`config.mk`:
```
export PLATFORM = sky130hd
export DESIGN_NAME = gpio_ovr_port
export DESIGN_NICKNAME = d
export VERILOG_FILES = /design/src/rtl/gpio_ovr_pkg.sv /design/src/rtl/gpio_ovr_regs.sv /design/src/rtl/gpio_ovr_sync.sv /design/src/rtl/gpio_ovr_mux.sv /design/src/rtl/gpio_ovr_port.sv
export SDC_FILE = /design/constraint.sdc
export NUM_CORES = 1
export LEC_CHECK = 0
export ABC_CLOCK_PERIOD_IN_PS = 900
export BUFFER_PORTS_ARGS = -buffer_cell sky130_fd_sc_hd__buf_2
export CAP_MARGIN = 30
export CORE_ASPECT_RATIO = 1.2
export CORE_MARGIN = 4
export CORE_UTILIZATION = 45
export DETAILED_ROUTE_END_ITERATION = 8
export PLACE_DENSITY_LB_ADDON = 0.08
export SLEW_MARGIN = 0
export SYNTH_ARGS = -nofsm -noshare
export SYNTH_HDL_FRONTEND = slang
export SYNTH_SLANG_ARGS = --single-unit
```
`constraint.sdc`:
```
create_clock -name clk -period 0.9 [get_ports clk]
set_input_delay 0.09 -clock clk [delete_from_list [all_inputs] [get_ports clk]]
set_output_delay 0.09 -clock clk [all_outputs]
set_load 0.05 [all_outputs]
```
`src/rtl/gpio_ovr_pkg.sv`:
```
package gpio_ovr_pkg;

  localparam int ADDR_W = 2;

  typedef enum logic [1:0] {
    REG_DATA = 2'd0,
    REG_DIR  = 2'd1,
    REG_PIN  = 2'd2,
    REG_NONE = 2'd3
  } reg_sel_e;

  typedef enum logic [1:0] {
    OWN_REG,
    OWN_PWM,
    OWN_PWM_SHUT,
    OWN_SPI
  } owner_e;

  typedef struct packed {
    logic oe;
    logic dout;
  } pin_drive_t;

  // SPI claim beats PWM, and PWM beats the registers.
  function automatic owner_e pick_owner(logic spi_claim, logic pwm_on, logic shut_here);
    if (spi_claim)             return OWN_SPI;
    else if (pwm_on && shut_here) return OWN_PWM_SHUT;
    else if (pwm_on)           return OWN_PWM;
    else                       return OWN_REG;
  endfunction

  function automatic pin_drive_t drive_of(owner_e own, logic spi_oe, logic spi_val,
                                          logic pwm_val, logic dir_bit, logic dat_bit);
    pin_drive_t d;
    unique case (own)
      OWN_SPI:      begin d.oe = spi_oe;  d.dout = spi_val; end
      OWN_PWM:      begin d.oe = 1'b1;    d.dout = pwm_val; end
      OWN_PWM_SHUT: begin d.oe = 1'b0;    d.dout = 1'b0;    end
      default:      begin d.oe = dir_bit; d.dout = dat_bit; end
    endcase
    return d;
  endfunction

  // Data register read view: latch for outputs, synchronized pad for inputs.
  function automatic logic read_bit(logic dir_bit, logic latch, logic synced);
    return dir_bit ? latch : synced;
  endfunction

endpackage

```
`src/rtl/gpio_ovr_regs.sv`:
```
module gpio_ovr_regs
  import gpio_ovr_pkg::*;
#(
  parameter int WIDTH = 8
) (
  input  logic              clk,
  input  logic              rst_n,
  input  logic              bus_sel,
  input  logic              bus_wr,
  input  logic [ADDR_W-1:0] bus_addr,
  input  logic [WIDTH-1:0]  bus_wdata,
  input  logic [WIDTH-1:0]  pin_sync,
  output logic [WIDTH-1:0]  bus_rdata,
  output logic [WIDTH-1:0]  dir_q,
  output logic [WIDTH-1:0]  dat_q
);

  logic wr_dir, wr_dat, rd_en;
  logic [WIDTH-1:0] dat_view;

  assign wr_dir = bus_sel && bus_wr && (bus_addr == REG_DIR);
  assign wr_dat = bus_sel && bus_wr && (bus_addr == REG_DATA);
  assign rd_en  = bus_sel;

  always_ff @(posedge clk or negedge rst_n) begin
    if (!rst_n) begin
      dir_q <= '0;
      dat_q <= '0;
    end else begin
      if (wr_dir) dir_q <= bus_wdata;
      if (wr_dat) dat_q <= bus_wdata;
    end
  end

  for (genvar i = 0; i < WIDTH; i++) begin : g_view
    assign dat_view[i] = read_bit(dir_q[i], dat_q[i], pin_sync[i]);
  end

  always_comb begin
    bus_rdata = '0;
    if (rd_en) begin
      unique case (reg_sel_e'(bus_addr))
        REG_DATA: bus_rdata = dat_view;
        REG_DIR:  bus_rdata = dir_q;
        REG_PIN:  bus_rdata = pin_sync;
        default:  bus_rdata = '0;
      endcase
    end
  end


  dir_write_chk: assert property (@(posedge clk) disable iff (!rst_n)
    wr_dir |=> dir_q == $past(bus_wdata));


  no_stray_write_chk: assert property (@(posedge clk) disable iff (!rst_n)
    !(bus_sel && bus_wr) |=> $stable(dir_q) && $stable(dat_q));


  unmapped_read_chk: assert property (@(posedge clk) disable iff (!rst_n)
    (!bus_sel || bus_addr == REG_NONE) |-> bus_rdata == '0);


  data_read_out_chk: assert property (@(posedge clk) disable iff (!rst_n)
    (bus_sel && bus_addr == REG_DATA) |-> (bus_rdata & dir_q) == (dat_q & dir_q));

endmodule

```
`src/rtl/gpio_ovr_sync.sv`:
```
module gpio_ovr_sync #(
  parameter int WIDTH  = 8,
  parameter int STAGES = 2
) (
  input  logic             clk,
  input  logic             rst_n,
  input  logic [WIDTH-1:0] pad_di,
  output logic [WIDTH-1:0] pin_sync
);

  logic [WIDTH-1:0] stage_q [STAGES];

  always_ff @(posedge clk or negedge rst_n) begin
    if (!rst_n) begin
      for (int k = 0; k < STAGES; k++) stage_q[k] <= '0;
    end else begin
      stage_q[0] <= pad_di;
      for (int k = 1; k < STAGES; k++) stage_q[k] <= stage_q[k-1];
    end
  end

  assign pin_sync = stage_q[STAGES-1];

  if (STAGES == 2) begin : g_chk2
    logic [1:0] warm_q;
    logic       sync_warm;
    always_ff @(posedge clk or negedge rst_n) begin
      if (!rst_n)             warm_q <= '0;
      else if (warm_q != 2'd2) warm_q <= warm_q + 2'd1;
    end
    assign sync_warm = (warm_q == 2'd2);


    sync_delay_chk: assert property (@(posedge clk) disable iff (!rst_n)
      sync_warm |-> pin_sync == $past(pad_di, 2));
  end

endmodule

```
`src/rtl/gpio_ovr_mux.sv`:
```
module gpio_ovr_mux
  import gpio_ovr_pkg::*;
#(
  parameter int               WIDTH    = 8,
  parameter logic [WIDTH-1:0] SPI_MASK = 8'hF0,
  parameter int               SHUT_CH  = 7
) (
  input  logic             clk,
  input  logic             rst_n,
  input  logic [WIDTH-1:0] pwm_en,
  input  logic [WIDTH-1:0] pwm_out,
  input  logic             pwm_shut_en,
  input  logic             spi_en,
  input  logic [WIDTH-1:0] spi_dir,
  input  logic [WIDTH-1:0] spi_out,
  input  logic [WIDTH-1:0] dir_q,
  input  logic [WIDTH-1:0] dat_q,
  output logic [WIDTH-1:0] pad_oe,
  output logic [WIDTH-1:0] pad_do
);

  logic [WIDTH-1:0] spi_claim;
  logic [WIDTH-1:0] pwm_claim;
  logic [WIDTH-1:0] shut_claim;

  for (genvar i = 0; i < WIDTH; i++) begin : g_pin
    owner_e     own;
    pin_drive_t drv;
    logic       shut_here;

    assign shut_here     = (i == SHUT_CH) ? pwm_shut_en : 1'b0;
    assign spi_claim[i]  = spi_en && SPI_MASK[i];
    assign pwm_claim[i]  = pwm_en[i] && !spi_claim[i];
    assign shut_claim[i] = pwm_claim[i] && shut_here;
    assign own           = pick_owner(spi_claim[i], pwm_en[i], shut_here);
    assign drv           = drive_of(own, spi_dir[i], spi_out[i], pwm_out[i], dir_q[i], dat_q[i]);
    assign pad_oe[i]     = drv.oe;
    assign pad_do[i]     = drv.dout;


    spi_owns_chk: assert property (@(posedge clk) disable iff (!rst_n)
      spi_claim[i] |-> (pad_oe[i] == spi_dir[i]) && (pad_do[i] == spi_out[i]));


    pwm_drives_chk: assert property (@(posedge clk) disable iff (!rst_n)
      (pwm_claim[i] && !shut_claim[i]) |-> pad_oe[i] && (pad_do[i] == pwm_out[i]));


    pwm_shut_input_chk: assert property (@(posedge clk) disable iff (!rst_n)
      shut_claim[i] |-> !pad_oe[i] && !pad_do[i]);


    reg_owns_chk: assert property (@(posedge clk) disable iff (!rst_n)
      (!spi_claim[i] && !pwm_en[i]) |-> (pad_oe[i] == dir_q[i]) && (pad_do[i] == dat_q[i]));
  end

endmodule

```
`src/rtl/gpio_ovr_port.sv`:
```
module gpio_ovr_port
  import gpio_ovr_pkg::*;
#(
  parameter int               WIDTH       = 8,
  parameter int               SYNC_STAGES = 2,
  parameter logic [WIDTH-1:0] SPI_MASK    = 8'hF0,
  parameter int               SHUT_CH     = 7
) (
  input  logic              clk,
  input  logic              rst_n,
  input  logic              bus_sel,
  input  logic              bus_wr,
  input  logic [ADDR_W-1:0] bus_addr,
  input  logic [WIDTH-1:0]  bus_wdata,
  output logic [WIDTH-1:0]  bus_rdata,
  input  logic [WIDTH-1:0]  pwm_en,
  input  logic [WIDTH-1:0]  pwm_out,
  input  logic              pwm_shut_en,
  input  logic              spi_en,
  input  logic [WIDTH-1:0]  spi_dir,
  input  logic [WIDTH-1:0]  spi_out,
  input  logic [WIDTH-1:0]  pad_di,
  output logic [WIDTH-1:0]  pad_oe,
  output logic [WIDTH-1:0]  pad_do
);

  logic [WIDTH-1:0] pin_sync;
  logic [WIDTH-1:0] dir_q;
  logic [WIDTH-1:0] dat_q;

  gpio_ovr_sync #(.WIDTH(WIDTH), .STAGES(SYNC_STAGES)) u_sync (
    .clk(clk), .rst_n(rst_n), .pad_di(pad_di), .pin_sync(pin_sync)
  );

  gpio_ovr_regs #(.WIDTH(WIDTH)) u_regs (
    .clk(clk), .rst_n(rst_n), .bus_sel(bus_sel), .bus_wr(bus_wr),
    .bus_addr(bus_addr), .bus_wdata(bus_wdata), .pin_sync(pin_sync),
    .bus_rdata(bus_rdata), .dir_q(dir_q), .dat_q(dat_q)
  );

  gpio_ovr_mux #(.WIDTH(WIDTH), .SPI_MASK(SPI_MASK), .SHUT_CH(SHUT_CH)) u_mux (
    .clk(clk), .rst_n(rst_n), .pwm_en(pwm_en), .pwm_out(pwm_out),
    .pwm_shut_en(pwm_shut_en), .spi_en(spi_en), .spi_dir(spi_dir),
    .spi_out(spi_out), .dir_q(dir_q), .dat_q(dat_q),
    .pad_oe(pad_oe), .pad_do(pad_do)
  );

  // a stored direction bit reaches the pad on the first cycle the SPI lets go
  release_takes_dir_chk: assert property (@(posedge clk) disable iff (!rst_n)
    ($fell(spi_en) && (pwm_en == '0)) |-> pad_oe == dir_q);

endmodule

```
==> results of run 1 <==
## power breakdown
| part | internal [uW] | switching [uW] | total (uW) |
|---|---|---|---|
| combinational | 1300 | 1150 | 2450 |
| clock | 523 | 531 | 1050 |
| sequential | 1640 | 242 | 1880 |
## cell type report
class	count	area (sq um)
clock buffers	5	68.82
clock inverters	2	12.51
fillers	102	222.7
inverters	2	7.507
multi-input cells	84	1145
flip-flops and latches	32	803.3
well taps	37	46.29
repair buffers	114	1003
## layout by cell type (no fill, tap or decap), drive strengths merged
| cell type | n |
|---|---|
| a31oi | 1 |
| clkinvlp | 1 |
| nand3b | 1 |
| clkbuf | 5 |
| nor2b | 1 |
| o21ai | 6 |
| a211oi | 8 |
| nand4b | 1 |
| o31ai | 1 |
| inv | 2 |
| nor2 | 4 |
| and2 | 1 |
| nor4bb | 1 |
| or2 | 4 |
| dlygate4sd3 | 9 |
| mux2i | 3 |
| nand2b | 17 |
| nand2 | 7 |
| buf | 105 |
| mux2 | 20 |
| nor4b | 8 |
| clkinv | 1 |
| dfrtp | 32 |
## sequential cells by signal (all words and copies together), names as in the netlist
register,cells
u_regs.dat_q,8
u_regs.dir_q,8
u_sync.pin_sync,8
u_sync.stage_q,8
## logic make-up after synthesis
group	Yosys count
buffers and inverters	7
AND/OR/NAND/NOR	45
AO/OA/AOI/OAI	16
flip-flops	32
multiplexers	23
## worst min-delay path by stage
stage            startpoint              end  slack [ns]  cells after the start
3_3_place_gp          rst_n  u_regs.dir_q[0]        0.05                      2
5_1_grt        bus_wdata[3]  u_regs.dir_q[3]        0.05                      2
2_1_floorplan         rst_n  u_regs.dat_q[0]       -0.21                      0
4_1_cts        bus_wdata[2]  u_regs.dat_q[2]        0.04                      2
6_report       bus_wdata[3]  u_regs.dir_q[3]        0.05                      2
3_5_place_dp          rst_n  u_regs.dir_q[0]        0.06                      2
## per-stage QoR
step	setup WS, ns	cells
6_report	-0.4881	276
2_1_floorplan	-0.2063	123
3_5_place_dp	-0.3658	256
3_3_place_gp	-0.3394	256
4_1_cts	-0.4714	275
5_1_grt	-0.5389	276
## routing by layer
| layer | share of wire | wire (um) | global-route usage |
|---|---|---|---|
| met2 | 0.56 | 3376 | 0.4948 |
| met3 | 0.061 | 367 | 0.05516 |
| met5 | 0 | 0 | 0 |
| met4 | 0.028 | 167 | 0.09906 |
| met1 | 0.35 | 2071 | 0.2657 |
## what timing repair did
action	CTS	global route
pin swaps	13	6
endpoints found under the hold margin	40	0
resized for setup	99	22
setup buffers	4	2
hold buffers	9	0
setup endpoints to repair	36	40
## worst register-to-register path, stage by stage (launching register included)
cell and delay (ns):
dfrtp_1 0.43, buf_6 0.14, buf_4 0.12, buf_6 0.10, mux2_4 0.26
==> flow_summary.json, run 1 <==
{
  "leakage_uw": 0.001414,
  "yosys.area_share.simple": 0.2016,
  "portBuffers": 71,
  "cts-root-buf": "clkbuf_8",
  "final-setup-viol-count": 38,
  "fin_nets": 295,
  "worstMarginPinSlew_ns": 0.3258,
  "drive_gt1_frac": 0.7322,
  "gr-usage-all-layers": 0.2612,
  "cp_num_buf_inv": 2,
  "overflow": 0,
  "rsz0062_at_grt": "yes",
  "synth_edf_count": 0,
  "slowest_stage": "dfrtp_1",
  "violations": "negative setup slack",
  "utilization": 0.9327,
  "synth_top_family_by_area": "simple AND/OR/NAND/NOR gates",
  "fin_area_sq_um": 3087,
  "crit_fanout": 2,
  "p_total_uw": 5383,
  "synth_seq_cells": 32,
  "gp_congestion": 0.7139,
  "synth-compound-area-share": 0.06721,
  "syn_area_sq_um": 1545,
  "antenna_found_initial": 0,
  "syn_to_final_growth_pct": 99.76,
  "io_pins": 80,
  "synthMuxAreaShare": 0.1846,
  "fin_crit_sh": 1.542,
  "crit_family": "flip-flops",
  "hpwl_mm": 3.143,
  "cp-start-kind": "register",
  "yosysMostFrequentCell": "dfrtp_1",
  "vias_per_cell": 5.460,
  "reg2reg_depth": 4,
  "postPlaceCellArea_sq_um": 2422,
  "cap_violations": 0,
  "grt_pass1_vias": 1689,
  "diodes": 0,
  "worst_hold_path_type": "in2reg",
  "dr.first_iter.drc_count": 37,
  "async_flop_share": 1.000,
  "end_kind": "output pin",
  "worstSetupEndpoint": "pad_do[3]",
  "vias": 1507,
  "status": "finished with violations",
  "grt_max_degree": 33,
  "finalCriticalPeriod_ns": 1.388,
  "maxSlewViolCount": 0,
  "path_class": "reg2out",
  "cts_htree_levels": 2,
  "yosysUniqueCellTypes": 22,
  "fmax_ghz": 0.7204,
  "synth_common_cells": "32 x dfrtp_1, 17 x nand2b_1, 12 x mux2_2",
  "dr.pass1.iters": 4,
  "max_stage_delay_ns": 0.43,
  "arrival_ns": 1.30,
  "relSlewSlack": 0.7822,
  "avgSynthCellArea_sq_um": 12.56,
  "tritoncts": "done",
  "wl_per_cell_um": 21.67,
  "netlist_instances": 123,
  "initial_utilization": 0.4669,
  "worst_slack_ns": -0.4881,
  "syn_nets": 179,
  "die_area_sq_um": 4439,
  "die_w_um": 61.50,
  "ys_dominant_reg_cell": "dfrtp_1",
  "p_per_area_nw_per_um2": 1744,
  "row_count": 23,
  "worstPathCellList": "buf_6 > mux2_4 > buf_8",
  "cts.sinks": 32,
  "r2r_start": "u_regs.dat_q[3]",
  "reg2reg_to": "u_regs.dat_q[3]",
  "path_depth": 3,
  "yosysTopAreaCellShare": 0.5182,
  "yosys.area.top_type": "dfrtp_1",
  "synth_adder_area_share": 0,
  "drc_errors": 0,
  "clkTransAtPathRegs_ns": 0.07,
  "skew_ns": 0.007904,
  "crit_start": "u_regs.dat_q[3]",
  "hold_viol_final": 0,
  "yosys_warnings": 0,
  "cp.required_ns": 0.81,
  "cts_buffers": 5,
  "ant_nets": 0,
  "ys_seq_area_frac": 0.5182,
  "r2r_setup_slack_ns": -0.27,
  "clock_latency_ns": 0.29,
  "synth_xor_area_frac": 0,
  "synthTopCellsByArea": "dfrtp_1 52%, mux2_2 8.7%, mux2_4 7.8%",
  "whs_ns": 0.05339,
  "clk_path_buf_depth": 2,
  "die_h_um": 72.19,
  "setup_tns_ns": -10.46,
  "ir_drop_uv": 1531,
  "routed_wl_mm": 5.982,
  "grt_pass1_wl_mm": 8.224,
  "core_sq_um": 3309
}
Note: power is estimated with default switching activity, not from simulation.
==> run 2, diff against run 1 <==
- ABC_AREA: not set -> 1
==> run 2 against run 1 <==
  * Die area grew 5.0%
  * Global-route usage shrank 3.2 points
  * Core utilization shrank 7.7 points
  * Via count grew 24%
  * Critical path type unchanged
  * Synthesized cell count grew 83%
  * Critical path depth grew 3
  * Combinational power shrank 16%
  * The run still ends with negative setup slack left
  * Total power shrank 8.0%
  * Final cell count grew 38%
==> flow_summary.json, run 2 <==
{
  "status": "finished with violations",
  "violations": "negative setup slack",
  "die_area_sq_um": 4663,
  "fin_nets": 399,
  "grt_pass1_wl_mm": 8.169,
  "yosysMostFrequentCell": "nand2_1",
  "ys_seq_area_frac": 0.4900,
  "die_h_um": 74.01,
  "worst_hold_path_type": "in2reg",
  "yosys.area.top_type": "dfrtp_1",
  "finalCriticalPeriod_ns": 1.304,
  "crit_fanout": 2,
  "cp.required_ns": 0.81,
  "path_common_cell": "nand2_2",
  "row_count": 23,
  "gp_congestion": 0.7725,
  "final-setup-viol-count": 25,
  "syn_to_final_growth_pct": 79.33,
  "routed_wl_mm": 5.140,
  "drc_errors": 0,
  "drive_gt1_frac": 0.5087,
  "diodes": 0,
  "overflow": 0,
  "tritoncts": "done",
  "final_cell_mix": "90 x nand2_1, 47 x buf_2, 32 x dfrtp_1",
  "cts_buffers": 5,
  "path_class": "reg2out",
  "arrival_ns": 1.21,
  "slowest_stage": "dfrtp_1",
  "hold_viol_final": 0,
  "clk_path_buf_depth": 2,
  "max_stage_delay_ns": 0.39,
  "fin_area_sq_um": 2930,
  "final_common_cell": "nand2_1",
  "fmax_ghz": 0.7669,
  "dr.first_iter.drc_count": 98,
  "ys_dominant_reg_cell": "dfrtp_1",
  "maxSlewViolCount": 0,
  "dr.pass1.iters": 4,
  "instances_no_fill": 381,
  "synthTopCellsByArea": "dfrtp_1 49%, nand2_1 25%, nor2_1 7.1%",
  "ant_nets": 0,
  "postPlaceCellArea_sq_um": 2285,
  "synth_common_cells": "111 x nand2_1, 32 x dfrtp_1, 31 x nor2_1",
  "io_pins": 80,
  "p_per_area_nw_per_um2": 1689,
  "core_sq_um": 3425,
  "cts_htree_levels": 2,
  "grt_max_degree": 33,
  "synth_edf_count": 0,
  "cap_violations": 0,
  "place_inst": 351,
  "syn_nets": 281,
  "die_w_um": 63.01,
  "yosysUniqueCellTypes": 18,
  "rsz0062_at_grt": "yes",
  "async_flop_share": 1.000,
  "wl_per_cell_um": 13.49,
  "vias_per_cell": 4.890,
  "skew_ns": 0.003827,
  "cts-root-buf": "clkbuf_8",
  "syn_area_sq_um": 1634,
  "cp-start-kind": "register",
  "gr-usage-all-layers": 0.2288,
  "hpwl_mm": 3.142,
  "yosysTopAreaCellShare": 0.4900,
  "portBuffers": 71,
  "vias": 1863,
  "worstMarginPinSlew_ns": 0.3614,
  "end_kind": "output pin",
  "crit_family": "flip-flops",
  "synth_seq_cells": 32,
  "whs_ns": 0.01026,
  "initial_utilization": 0.4772,
  "relSlewSlack": 0.7581,
  "leakage_uw": 0.001586,
  "cp_num_buf_inv": 3,
  "netlist_instances": 225,
  "grt_pass1_vias": 1795,
  "clock_latency_ns": 0.29,
  "yosys_warnings": 0,
  "avgSynthCellArea_sq_um": 7.263,
  "place_ws_ns": -0.2073,
  "worstPathCellList": "buf_6 > nand2_2 > nand2_2 > inv_2 > nor2_4 > buf_8",
  "fin_crit_sh": 1.449,
  "clkTransAtPathRegs_ns": 0.07,
  "antenna_found_initial": 0,
  "cts.sinks": 32,
  "worst_slack_ns": -0.4039,
  "ir_drop_uv": 1548
}
[run 2: cell types whose count changed after synthesis, moves of 12 or more]
cell,change
inv_1,+17
mux2_2,-12
nand2_1,+104
nand2b_1,-17
nor2_1,+27
[run 2: layer usage]
metal / vias up / routed length (um) / track usage
met2: 74 / 2663 / 0.4080
met4: 0 / 76 / 0.08333
met1: 875 / 2062 / 0.2659
met5: - / 0 / 0
li1: 906 / - / -
met3: 8 / 339 / 0.06344
[run 2: power breakdown]
group          leakage, uW  internal, uW  switching (uW)
logic              0.00115           971            1080
registers         0.000388          1610             134
clock network    0.0000434           618             536
total              0.00159          3200            1750
[run 2: through the flow]
| step | setup TNS [ns] | utilization | power (uW) |
|---|---|---|---|
| 3_5_place_dp | -3.972 | 0.6672 | 3140 |
| 6_report | -7.383 | 0.8557 | 4950 |
| 5_1_grt | -8.662 | 0.8557 | 5193 |
| 4_1_cts | -7.200 | 0.8148 | 4739 |
| 2_1_floorplan | -0.5409 | - | 2634 |
| 3_3_place_gp | -3.735 | 0.6672 | 3117 |
[run 2: logic make-up after synthesis]
family	after synthesis	share of synthesized area
AOI/OAI and AO/OA	6	0.02680
DFF	32	0.4900
and+or+nand+nor	160	0.4066
buffers and inverters	27	0.07656
[run 2: repair_timing]
| item | 4_1_cts | 5_1_grt |
|---|---|---|
| resized for setup | 93 | 25 |
| pin swaps | 10 | 8 |
| hold endpoints to repair | 40 | 0 |
| setup endpoints to repair | 24 | 24 |
| hold buffers | 9 | 0 |
| buffers inserted | 7 | 9 |
[run 2: area by class of cell]
cell class	count	area, sq um
sequential	32	800.8
clock inverter	2	15.01
inverter	23	86.33
clock buffer	6	82.58
timing repair buffer	115	992.2
multi-input combinational	166	907.1
fill	205	494.2
tap	37	46.29
[run 2: worst reg2reg max path, cell delays in order (launching register included)]
cell     delay [ns]
dfrtp_1        0.39
buf_6          0.13
buf_6          0.10
buf_6          0.10
nand2_2        0.05
nand2_1        0.04
[run 2: worst paths after layout]
kind,slack [ns],cells after the start,from,end
worst max register to register,-0.01,5,u_regs.dat_q[1],u_regs.dat_q[1]
worst max-delay path,-0.40,6,u_regs.dir_q[1],bus_rdata[1]
worst min register to register,0.35,0,u_sync.stage_q[15],u_sync.pin_sync[7]
min in group asynchronous,0.29,3,rst_n,u_regs.dat_q[7]
max in group asynchronous,0.43,3,rst_n,u_regs.dat_q[1]
worst min-delay path,0.01,3,bus_wdata[3],u_regs.dir_q[3]
